<file path="src/rtl/pfc_pkg.sv">
package pfc_pkg;

  typedef enum logic [2:0] {
    MODE_U  = 3'd0,
    MODE_S  = 3'd1,
    MODE_M  = 3'd2,
    MODE_VS = 3'd3,
    MODE_VU = 3'd4
  } pmode_e;

  localparam logic [11:0] ADDR_CFG  = 12'h321;
  localparam logic [11:0] ADDR_CFGH = 12'h721;
  localparam logic [11:0] ADDR_CYC  = 12'hB00;
  localparam logic [11:0] ADDR_CYCH = 12'hB80;

  localparam logic [1:0] PRIV_M = 2'b11;

  // Inhibit field sits in configuration bits 62 (M) down to 58 (VU).
  localparam int INH_TOP = 62;
  localparam int INH_LOW = 58;
  localparam int NMODES  = INH_TOP - INH_LOW + 1;

  function automatic pmode_e decode_mode(input logic [1:0] priv, input logic virt);
    if (priv[1])      return MODE_M;
    else if (virt)    return priv[0] ? MODE_VS : MODE_VU;
    else              return priv[0] ? MODE_S  : MODE_U;
  endfunction

  // Bit order matches the field: [4]=M, [3]=S, [2]=U, [1]=VS, [0]=VU.
  function automatic logic [NMODES-1:0] mode_onehot(input pmode_e m);
    case (m)
      MODE_M:  return 5'b10000;
      MODE_S:  return 5'b01000;
      MODE_U:  return 5'b00100;
      MODE_VS: return 5'b00010;
      default: return 5'b00001;
    endcase
  endfunction

  function automatic logic [NMODES-1:0] impl_mask(input bit has_s, input bit has_u,
                                                  input bit has_h);
    return {1'b1, has_s, has_u, has_h & has_s, has_h & has_u};
  endfunction

  function automatic logic [63:0] cfg_image(input logic [NMODES-1:0] inh);
    logic [63:0] img;
    img = '0;
    img[INH_TOP:INH_LOW] = inh;
    return img;
  endfunction

endpackage

</file>
<file path="src/rtl/pfc_csr_decode.sv">
module pfc_csr_decode
  import pfc_pkg::*;
#(
  parameter int XLEN       = 32,
  parameter bit HAS_FILTER = 1'b1
) (
  input  logic        en_i,
  input  logic        we_i,
  input  logic [11:0] addr_i,
  input  logic [1:0]  priv_i,
  output logic        sel_cfg_lo_o,
  output logic        sel_cfg_hi_o,
  output logic        sel_cyc_lo_o,
  output logic        sel_cyc_hi_o,
  output logic        illegal_o,
  output logic        cfg_we_lo_o,
  output logic        cfg_we_hi_o,
  output logic        cyc_we_lo_o,
  output logic        cyc_we_hi_o
);

  localparam bit HALVES = (XLEN == 32);

  logic hit_cfg_lo, hit_cfg_hi, hit_cyc_lo, hit_cyc_hi;
  logic known, priv_ok, grant;

  always_comb begin
    hit_cfg_lo = HAS_FILTER && (addr_i == ADDR_CFG);
    hit_cfg_hi = HAS_FILTER && HALVES && (addr_i == ADDR_CFGH);
    hit_cyc_lo = (addr_i == ADDR_CYC);
    hit_cyc_hi = HALVES && (addr_i == ADDR_CYCH);
    known      = hit_cfg_lo | hit_cfg_hi | hit_cyc_lo | hit_cyc_hi;
    priv_ok    = (priv_i == PRIV_M);
    grant      = en_i && known && priv_ok;
    illegal_o  = en_i && !(known && priv_ok);
  end

  assign sel_cfg_lo_o = grant && hit_cfg_lo;
  assign sel_cfg_hi_o = grant && hit_cfg_hi;
  assign sel_cyc_lo_o = grant && hit_cyc_lo;
  assign sel_cyc_hi_o = grant && hit_cyc_hi;
  assign cfg_we_lo_o  = sel_cfg_lo_o && we_i;
  assign cfg_we_hi_o  = sel_cfg_hi_o && we_i;
  assign cyc_we_lo_o  = sel_cyc_lo_o && we_i;
  assign cyc_we_hi_o  = sel_cyc_hi_o && we_i;

endmodule

</file>
<file path="src/rtl/pfc_mode_filter.sv">
module pfc_mode_filter
  import pfc_pkg::*;
#(
  parameter int XLEN       = 32,
  parameter bit HAS_FILTER = 1'b1,
  parameter bit HAS_S      = 1'b1,
  parameter bit HAS_U      = 1'b1,
  parameter bit HAS_H      = 1'b1
) (
  input  logic              clk_i,
  input  logic              rst_ni,
  input  logic [1:0]        priv_i,
  input  logic              virt_i,
  input  logic              global_inh_i,
  input  logic              we_lo_i,
  input  logic              we_hi_i,
  input  logic [XLEN-1:0]   wdata_i,
  output logic [NMODES-1:0] inh_o,
  output logic [63:0]       cfg_o,
  output logic              tick_o
);

  localparam logic [NMODES-1:0] IMPL = impl_mask(HAS_S, HAS_U, HAS_H);

  logic [NMODES-1:0] inh_q;

  generate
    if (HAS_FILTER) begin : g_cfg
      logic [63:0]       merged;
      logic [NMODES-1:0] inh_d;

      always_comb begin
        merged = cfg_image(inh_q);
        if (we_lo_i) merged[XLEN-1:0] = wdata_i;
        if (we_hi_i) merged[63:32]    = wdata_i[31:0];
        inh_d = merged[INH_TOP:INH_LOW] & IMPL;
      end

      always_ff @(posedge clk_i or negedge rst_ni) begin
        if (!rst_ni) inh_q <= '0;
        else         inh_q <= inh_d;
      end
    end else begin : g_nocfg
      logic unused_nocfg;
      assign unused_nocfg = ^{clk_i, rst_ni, we_lo_i, we_hi_i, wdata_i};
      assign inh_q = '0;
    end
  endgenerate

  pmode_e mode;
  assign mode   = decode_mode(priv_i, virt_i);
  assign inh_o  = inh_q;
  assign cfg_o  = cfg_image(inh_q);
  assign tick_o = !global_inh_i && ((mode_onehot(mode) & inh_q) == '0);

endmodule

</file>
<file path="src/rtl/pfc_counter.sv">
module pfc_counter #(
  parameter int XLEN = 32
) (
  input  logic            clk_i,
  input  logic            rst_ni,
  input  logic            tick_i,
  input  logic            we_lo_i,
  input  logic            we_hi_i,
  input  logic [XLEN-1:0] wdata_i,
  output logic [63:0]     cycle_o,
  output logic            wr_o,
  output logic [63:0]     wval_o
);

  logic [63:0] cyc_q, cyc_d;

  always_comb begin
    wval_o = cyc_q;
    if (we_lo_i) wval_o[XLEN-1:0] = wdata_i;
    if (we_hi_i) wval_o[63:32]    = wdata_i[31:0];
    wr_o  = we_lo_i | we_hi_i;
    cyc_d = wr_o ? wval_o : cyc_q + {63'd0, tick_i};
  end

  always_ff @(posedge clk_i or negedge rst_ni) begin
    if (!rst_ni) cyc_q <= '0;
    else         cyc_q <= cyc_d;
  end

  assign cycle_o = cyc_q;

endmodule

</file>
<file path="src/rtl/pfc_cycle_csr.sv">
module pfc_cycle_csr
  import pfc_pkg::*;
#(
  parameter int XLEN       = 32,
  parameter bit HAS_FILTER = 1'b1,
  parameter bit HAS_S      = 1'b1,
  parameter bit HAS_U      = 1'b1,
  parameter bit HAS_H      = 1'b1
) (
  input  logic            clk_i,
  input  logic            rst_ni,
  input  logic [1:0]      priv_i,
  input  logic            virt_i,
  input  logic            cnt_inhibit_i,
  input  logic            csr_en_i,
  input  logic            csr_we_i,
  input  logic [11:0]     csr_addr_i,
  input  logic [XLEN-1:0] csr_wdata_i,
  output logic [XLEN-1:0] csr_rdata_o,
  output logic            csr_illegal_o,
  output logic [63:0]     cycle_o
);

  logic sel_cfg_lo, sel_cfg_hi, sel_cyc_lo, sel_cyc_hi;
  logic cfg_we_lo, cfg_we_hi, cyc_we_lo, cyc_we_hi;
  logic illegal;
  logic tick;
  logic cnt_wr;
  logic [63:0] cnt_wval;
  logic [63:0] cfg_img;
  logic [NMODES-1:0] inh;

  pfc_csr_decode #(.XLEN(XLEN), .HAS_FILTER(HAS_FILTER)) u_dec (
    .en_i(csr_en_i), .we_i(csr_we_i), .addr_i(csr_addr_i), .priv_i(priv_i),
    .sel_cfg_lo_o(sel_cfg_lo), .sel_cfg_hi_o(sel_cfg_hi),
    .sel_cyc_lo_o(sel_cyc_lo), .sel_cyc_hi_o(sel_cyc_hi),
    .illegal_o(illegal),
    .cfg_we_lo_o(cfg_we_lo), .cfg_we_hi_o(cfg_we_hi),
    .cyc_we_lo_o(cyc_we_lo), .cyc_we_hi_o(cyc_we_hi)
  );

  pfc_mode_filter #(
    .XLEN(XLEN), .HAS_FILTER(HAS_FILTER),
    .HAS_S(HAS_S), .HAS_U(HAS_U), .HAS_H(HAS_H)
  ) u_filt (
    .clk_i(clk_i), .rst_ni(rst_ni), .priv_i(priv_i), .virt_i(virt_i),
    .global_inh_i(cnt_inhibit_i), .we_lo_i(cfg_we_lo), .we_hi_i(cfg_we_hi),
    .wdata_i(csr_wdata_i), .inh_o(inh), .cfg_o(cfg_img), .tick_o(tick)
  );

  pfc_counter #(.XLEN(XLEN)) u_cnt (
    .clk_i(clk_i), .rst_ni(rst_ni), .tick_i(tick),
    .we_lo_i(cyc_we_lo), .we_hi_i(cyc_we_hi), .wdata_i(csr_wdata_i),
    .cycle_o(cycle_o), .wr_o(cnt_wr), .wval_o(cnt_wval)
  );

  logic [63:0] rd_full;
  always_comb begin
    rd_full = '0;
    if (sel_cfg_lo)      rd_full = cfg_img;
    else if (sel_cfg_hi) rd_full = {32'd0, cfg_img[63:32]};
    else if (sel_cyc_lo) rd_full = cycle_o;
    else if (sel_cyc_hi) rd_full = {32'd0, cycle_o[63:32]};
  end

  logic unused_rd;
  assign unused_rd = ^rd_full;

  assign csr_rdata_o   = rd_full[XLEN-1:0];
  assign csr_illegal_o = illegal;

endmodule

</file>
<file path="config.mk">
export PLATFORM = sky130hd
export DESIGN_NAME = pfc_cycle_csr
export DESIGN_NICKNAME = d
export VERILOG_FILES = /design/src/rtl/pfc_pkg.sv /design/src/rtl/pfc_csr_decode.sv /design/src/rtl/pfc_mode_filter.sv /design/src/rtl/pfc_counter.sv /design/src/rtl/pfc_cycle_csr.sv
export SDC_FILE = /design/constraint.sdc
export NUM_CORES = 1
export LEC_CHECK = 0
export ABC_CLOCK_PERIOD_IN_PS = 4200
export BUFFER_PORTS_ARGS = -buffer_cell sky130_fd_sc_hd__buf_2
export CAP_MARGIN = 15
export CORE_UTILIZATION = 55
export DETAILED_ROUTE_END_ITERATION = 10
export GPL_ROUTABILITY_DRIVEN = 0
export PLACE_DENSITY = 0.84
export SLEW_MARGIN = 20
export SYNTH_ARGS = -nofsm -noshare
export SYNTH_HDL_FRONTEND = slang
export SYNTH_SLANG_ARGS = --single-unit
</file>
<file path="constraint.sdc">
create_clock -name clk_i -period 4.2 [get_ports clk_i]
set_input_delay 0.21 -clock clk_i [delete_from_list [all_inputs] [get_ports clk_i]]
set_output_delay 0.21 -clock clk_i [all_outputs]
set_load 0.05 [all_outputs]
</file>
==> results by group, run 1 <==
Logic synthesis
  – Most instantiated flip-flop cell in the synthesis netlist: sky130_fd_sc_hd__dfrtp_1
  – Largest cells by area after synthesis: sky130_fd_sc_hd__dfrtp_1, sky130_fd_sc_hd__mux2i_1, sky130_fd_sc_hd__nor2_1
  – Post-synthesis instance area: 5070 sq um
  – Post-synth EDFFs: 0
  – Register area share after synthesis: 34.0%
  – Cells after synthesis: 634
  – Number of distinct library cells after synthesis: 64
  – Yosys synthesis warning count: 0
  – Share of flip-flops with an asynchronous set or reset after synthesis: 100%
  – Most used standard cells in the synthesized netlist: sky130_fd_sc_hd__nor2_1, sky130_fd_sc_hd__dfrtp_1, sky130_fd_sc_hd__nand2_1, sky130_fd_sc_hd__nor3_1, sky130_fd_sc_hd__a21oi_1
  – Largest area contributor in the netlist: sky130_fd_sc_hd__dfrtp_1
  – Post-synthesis net count: 688
  – Post-synth top area share: 34.0%
  – Post-synthesis sequential element count: 69
  – Leading cell type by number of instances after synthesis: sky130_fd_sc_hd__nor2_1
  – Per-instance average area after synthesis: 8.00 sq um

STA
  – Setup_tns: 0 ns
  – Relative slew margins: 37.3%
  – Count of endpoints failing hold in the final timing report: 0
  – Setup Skew: 0.0130 ns
  – Actual slew at the worst max-slew pin: 0.937 ns
  – Final period utilization: 85.4%
  – Setup repair after global routing missed its margin: false
  – Worst hold slack across all endpoints: 0.0947 ns
  – Shortest clock period the worst path allows after layout: 3.59 ns
  – Peak Freq: 279 MHz
  – Number of max-slew violations in the final report: 0
  – Final setup violating endpoints: 0

Pwr
  – Combinational group share of total power: 22.9%
  – Switching Power: 625 uW
  – Pwr dens: 291 nW/um^2
  – Cell leakage power: 0.00285 uW
  – Switching share of total power: 35.4%
  – Worst IR drop on VDD: 169 uV
  – Internal power of the cells: 1140 uW
  – Sequential group share of total power: 44.0%
  – Portion of total power attributed to the clock network: 33.1%

Global route
  – GR peak layer: met2
  – GRT met1 Usage: 47.1%
  – First-pass GRT wire length: 28,200 um
  – Via count of the first global-routing pass: 5,603
  – Overall global routing resource usage: 36.9%
  – Largest net degree at the start of global routing: 58
  – Grt total ovfl: 0
  – Number of antenna violations at the first check in global routing: 0
  – M2 GR Usage: 57.4%
  – Global routing usage on met3: 9.95%

Die
  – Height of the die: 98.0 um
  – # IOs: 149
  – Effective utilization at floorplan: 57.6%
  – Total core area: 8810 sq um
  – Width of the die: 98.0 um
  – # rows: 34
  – Area enclosed by the die boundary: 9610 sq um

Worst setup path
  – Required time worst endpoint: 4.49 ns
  – Worst path arrival time: 3.88 ns
  – Depth of the most critical reg-to-reg path: 10
  – Critical Path Fanout Max: 7
  – Worst flop-to-flop path startpoint: u_filt.inh_o[1]
  – Crit path kind: register to register
  – Minimum setup slack among reg-to-reg paths: 0.61 ns
  – Element type at the critical path end: register
  – Reg-to-reg endpoint: u_cnt.cycle_o[58]
  – Type of element launching the critical path: register

Clocking
  – Number of levels the H-tree was split into: 3
  – TritonCTS clock tree: done
  – Insertion delay to the later sink of the worst-skew pair: 0.36 ns
  – Root Buffer: sky130_fd_sc_hd__clkbuf_8
  – Total clock buffers created by CTS: 9
  – Number of buffers on the longest clock path: 2
  – Num Clock Sinks: 69
  – Clk slew on worst S/H paths: 0.08 ns

Run status
  – Violations in the final reports: DRC
  – Status: finished with violations

Min path
  – Classification of the worst-slack hold path: input port to register
  – Worst Hold Launch: csr_wdata_i[18]
  – End point of the worst hold path: u_cnt.cycle_o[18]
  – Depth of the worst hold-timing path: 2

Routing
  – Number of search-and-repair iterations in the first detailed-routing pass: 8
  – Vias per cell: 6.87
  – Final routed DRC violation total: 13
  – Routed via count: 6,019
  – Total wire length: 17,900 um
  – Antenna Nets Post-Route: 0
  – Routed wire per std cell: 20.4 um
  – Drt first-iter violations: 770

Place
  – Post-detailed-placement half-perimeter wirelength: 12,400 um
  – Port bufs: 148

Layout
  – Share of layout cells above drive strength 1: 26.7%
  – Fillers: 733
  – Layout overhead on the synthesized area: 19.8%
  – Ant diodes: 0
  – Net total in the final layout: 817

Job
  – Max-cap violation count: 0
==> area by class of cell <==
cell class	instances	area [sq um]	area share [%]
well taps	108	135	2.22
flip-flops and latches	69	1730	28.4
repair buffers	156	803	13.2
clock inverters	3	42.5	0.700
multi-input cells	518	3170	52.1
clock buffers	13	169	2.78
inverters	9	33.8	0.556
==> per-layer routing <==
| metal | wire length (um) | vias to the layer above |
|---|---|---|
| li1 | - | 2652 |
| met5 | 0 | - |
| met2 | 8200 | 496 |
| met4 | 705 | 0 |
| met3 | 2290 | 91 |
| met1 | 6700 | 2780 |
==> power by group through the flow <==
stage	Clock [uW]	Combinational (uW)	Sequential [uW]
CTS	579	401	776
finish	585	404	779
global route	609	426	787
global placement	0	389	788
detailed placement	0	399	789
floorplan	0	130	922
==> sequential cells by signal, summed over array words and instances, names as in the netlist <==
signal	flops
u_filt.inh_o	5
u_cnt.cycle_o	64
==> repair_timing <==
item | 4_1_cts | 5_1_grt
setup buffers | 0 | 0
resized for setup | 0 | 0
hold buffers | 1 | 0
endpoints found under the hold margin | 33 | 0
==> cell families (layout without fill, tap and decap cells) <==
group,count (synthesis),count (layout),share of synthesized area [%]
simple gates,325,325,32.8
flops,69,69,34.0
xor+xnor,1,1,0.173
buf+inv,47,181,3.75
fa+ha+maj,2,2,0.493
compound gates,147,147,19.9
mux,43,43,8.85
==> cell usage in the layout (no fill, tap or decap), drive strengths merged, types with 19 or more instances in the layout <==
master  instances
mux2i          37
nand4          19
a21oi          40
nor3           60
nand3          38
nand2          65
o21ai          29
dfrtp          69
and3           20
buf           155
nor2           80
==> worst max-delay path, cell delays in order (launching register included) <==
cell                       delay [ns]
sky130_fd_sc_hd__dfrtp_1         0.39
sky130_fd_sc_hd__mux4_2          0.46
sky130_fd_sc_hd__nor2b_1         0.14
sky130_fd_sc_hd__a211oi_1        0.35
sky130_fd_sc_hd__ha_1            0.29
sky130_fd_sc_hd__nand3_1         0.17
sky130_fd_sc_hd__nor3_2          0.55
sky130_fd_sc_hd__nand3_1         0.17
sky130_fd_sc_hd__nor4_2          0.60
sky130_fd_sc_hd__a311o_1         0.25
sky130_fd_sc_hd__o211a_1         0.14
==> worst max path at each step <==
stage	from	endpoint	slack (ns)	depth (start not counted)
after global placement	u_filt.inh_o[1]	u_cnt.cycle_o[51]	0.94	10
after detailed placement	u_filt.inh_o[1]	u_cnt.cycle_o[58]	0.78	10
after global routing	u_filt.inh_o[1]	u_cnt.cycle_o[51]	0.47	10
after CTS	u_filt.inh_o[1]	u_cnt.cycle_o[58]	0.74	10
after floorplan	u_filt.inh_o[1]	u_cnt.cycle_o[55]	1.28	9
final	u_filt.inh_o[1]	u_cnt.cycle_o[58]	0.61	10
==> stage by stage <==
stage          worst slack [ns]  util (%)  total power (uW)  cells  area (sq um)
4_1_cts                   0.739      69.0              1760    876          6070
3_5_place_dp              0.778      66.4              1190    859          5850
3_3_place_gp              0.940      66.4              1180    859          5850
2_1_floorplan              1.28         -              1050    634          5070
5_1_grt                   0.466      69.0              1820    876          6080
6_report                  0.613      69.0              1770    876          6080
No activity file was read; power rests on OpenSTA's default activity.
==> inputs of run 2 (changes only) <==
--- a/config.mk
+++ b/config.mk
@@ -8,10 +8,10 @@
 export ABC_CLOCK_PERIOD_IN_PS = 4200
 export BUFFER_PORTS_ARGS = -buffer_cell sky130_fd_sc_hd__buf_2
 export CAP_MARGIN = 15
-export CORE_UTILIZATION = 55
+export CORE_UTILIZATION = 50
 export DETAILED_ROUTE_END_ITERATION = 10
 export GPL_ROUTABILITY_DRIVEN = 0
-export PLACE_DENSITY = 0.84
+export PLACE_DENSITY = 0.78
 export SLEW_MARGIN = 20
 export SYNTH_ARGS = -nofsm -noshare
 export SYNTH_HDL_FRONTEND = slang
==> run 2 against run 1 <==
Net effect:
- the flow finishes with violations (hold timing)
- highest routed layer unchanged
- first-iteration DRC count shrank 25%
- worst hold slack worse by 0.10 ns
- clock skew rose by 0.0018 ns
- flip-flop and latch count is the same
- setup slack worse by 0.045 ns
- via count shrank 1.0%
==> results by group, run 2 (synthesized netlist as in run 1, its figures left out) <==
Layout
  – Layout overhead on the synthesized area: 20.0%
  – Net total in the final layout: 815 (-0.24%)
  – Utilization after layout: 62.0% (-7.0 points)
  – Most common cell after layout, fill and taps aside: sky130_fd_sc_hd__buf_2
  – Ant diodes: 0 (unchanged)
  – Top library cells by usage in the layout, fill and taps aside: sky130_fd_sc_hd__buf_2, sky130_fd_sc_hd__nor2_1, sky130_fd_sc_hd__dfrtp_1
  – Flip-flop count of the largest register after layout: 64 (unchanged)
  – Share of layout cells above drive strength 1: 26.6% (-0.061 points)

Die
  – Width of the die: 103 um (+4.8%)
  – Total core area: 9820 sq um (+12%)
  – Height of the die: 103 um (+4.8%)
  – Area enclosed by the die boundary: 10,600 sq um (+9.8%)
  – # IOs: 149 (unchanged)
  – # rows: 36 (+5.9%)
  – Effective utilization at floorplan: 51.7% (-5.9 points)

Worst setup path
  – Required time worst endpoint: 4.44 ns (-0.05 ns)
  – Worst flop-to-flop path startpoint: u_filt.inh_o[1]
  – Depth of the most critical reg-to-reg path: 10 (unchanged)
  – Minimum setup slack among reg-to-reg paths: 0.57 ns (-0.05 ns)
  – Worst path arrival time: 3.87 ns (about the same)
  – Crit path kind: register to register
  – Delay of the slowest cell on the worst path: 0.47 ns (-0.13 ns)
  – Type of element launching the critical path: register
  – Ordered list of cells on the worst path: mux4_2 > nor2b_1 > a211oi_1 > ha_1 > nand3_1 > nor2_1 > nand3_1 > or3_1 > o32ai_1 > nor2_1
  – Reg-to-reg endpoint: u_cnt.cycle_o[51]
  – Worst path buffer plus inverter count: 0 (unchanged)
  – Cell at the slowest stage of the critical path: sky130_fd_sc_hd__or3_1
  – Critical Path Fanout Max: 9 (+2)
  – Top cell family by delay on the critical path: simple AND/OR/NAND/NOR gates
  – Element type at the critical path end: register

Clocking
  – Number of levels the H-tree was split into: 3 (unchanged)
  – Root Buffer: sky130_fd_sc_hd__clkbuf_8
  – Num Clock Sinks: 69 (unchanged)
  – Buffers inserted by post-CTS timing repair: 0 (unchanged)
  – Total clock buffers created by CTS: 9 (unchanged)
  – Number of buffers on the longest clock path: 2 (unchanged)
  – Clk slew on worst S/H paths: 0.08 ns (about the same)
  – Number of buffers added to fix hold violations after cts: 0 (-1)
  – Insertion delay to the later sink of the worst-skew pair: 0.36 ns (about the same)
  – Number of gates resized after CTS: 0 (unchanged)
  – TritonCTS clock tree: done

STA
  – Count of endpoints failing hold in the final timing report: 20 (+20)
  – Peak Freq: 275 MHz (-1.2%)
  – Setup_tns: 0 ns (unchanged)
  – Shortest clock period the worst path allows after layout: 3.63 ns (+0.0453 ns)
  – Final setup violating endpoints: 0 (unchanged)
  – Crit path setup slack, layout: 0.568 ns (-0.0453 ns)
  – Setup Skew: 0.0148 ns (+0.00176 ns)
  – Setup repair after global routing missed its margin: false
  – Worst hold slack across all endpoints: -0.0102 ns (-0.105 ns)
  – Final period utilization: 86.5% (+1.1 points)
  – Number of max-slew violations in the final report: 0 (unchanged)
  – Actual slew at the worst max-slew pin: 0.955 ns (+0.0175 ns)
  – Relative slew margins: 36.0% (-1.3 points)

Routing
  – Total wire length: 18,500 um (+3.2%)
  – Number of search-and-repair iterations in the first detailed-routing pass: 5 (-3)
  – Routed via count: 5,957 (-1.0%)
  – Routed wire per std cell: 20.5 um (+0.57%)
  – Vias per cell: 6.63 (-3.6%)
  – Final routed DRC violation total: 0 (-13)
  – Antenna Nets Post-Route: 0 (unchanged)
  – Drt first-iter violations: 577 (-25%)

Pwr
  – Worst IR drop on VDD: 169 uV (-0.30%)
  – Cell leakage power: 0.00284 uW (-0.22%)
  – Final Power: 1790 uW (+0.98%)
  – Pwr dens: 293 nW/um^2 (+0.75%)

Run status
  – Violations in the final reports: hold timing
  – Status: finished with violations

Place
  – Post-detailed-placement half-perimeter wirelength: 12,700 um (+2.5%)
  – Placement Setup Slack: 0.714 ns (-0.0646 ns)
  – Port bufs: 148 (unchanged)

Min path
  – Classification of the worst-slack hold path: input port to async pin

Global route
  – First-pass GRT wire length: 28,400 um (+0.63%)
  – Grt total ovfl: 0 (unchanged)
  – Largest net degree at the start of global routing: 95 (+64%)
  – Number of antenna violations at the first check in global routing: 0 (unchanged)
  – Via count of the first global-routing pass: 5,562 (-0.73%)
  – Overall global routing resource usage: 35.1% (-1.9 points)

Job
  – Max-cap violation count: 0 (unchanged)
run 2: changes by cell type in the layout (fill, tap and decap cells not counted), sizes merged:
cell	change
buf	-1
bufinv	+1
clkbuf	-2
clkinvlp	-1
dlygate4sd3	-1
clkinv	+2
run 2: metal layers:
layer  vias to the layer above  GRT usage, %  wire length [um]
met5                         -             0                 0
met4                         0          17.6               607
met3                        59          7.39              2220
met2                       453          54.7              8410
met1                      2802          46.3              7230
li1                       2643             -                 -
run 2: final cells by class:
cell class	instances	area, sq um
fillers	946	3730
multi-input cells	518	3170
flip-flops and latches	69	1730
repair buffers	154	786
well taps	133	166
clock buffers	11	131
clock inverters	5	75.1
inverters	9	33.8
run 2: through the flow:
step | cell area (sq um) | hold slack, ns | std cells
floorplan | 5070 | -0.0856 | 634
global placement | 5870 | 0.394 | 883
detailed placement | 5880 | 0.405 | 883
CTS | 6090 | 0.0261 | 899
global route | 6090 | 0.0869 | 899
finish | 6090 | -0.0102 | 899
run 2: report_power, final:
| group | total (uW) | internal, uW | leakage [uW] | switching, uW |
|---|---|---|---|---|
| registers | 781 | 706 | 0.000928 | 75.2 |
| clock network | 603 | 332 | 0.000107 | 271 |
| logic | 401 | 113 | 0.00181 | 288 |
run 2: how the worst max path moves through the flow:
stage | start | endpoint | slack [ns] | depth (start not counted)
3_5_place_dp | u_filt.inh_o[1] | u_cnt.cycle_o[50] | 0.71 | 10
5_1_grt | u_filt.inh_o[1] | u_cnt.cycle_o[51] | 0.39 | 10
6_report | u_filt.inh_o[1] | u_cnt.cycle_o[51] | 0.57 | 10
4_1_cts | u_filt.inh_o[1] | u_cnt.cycle_o[50] | 0.70 | 10
2_1_floorplan | u_filt.inh_o[1] | u_cnt.cycle_o[55] | 1.28 | 9
3_3_place_gp | u_filt.inh_o[1] | u_cnt.cycle_o[51] | 0.92 | 10
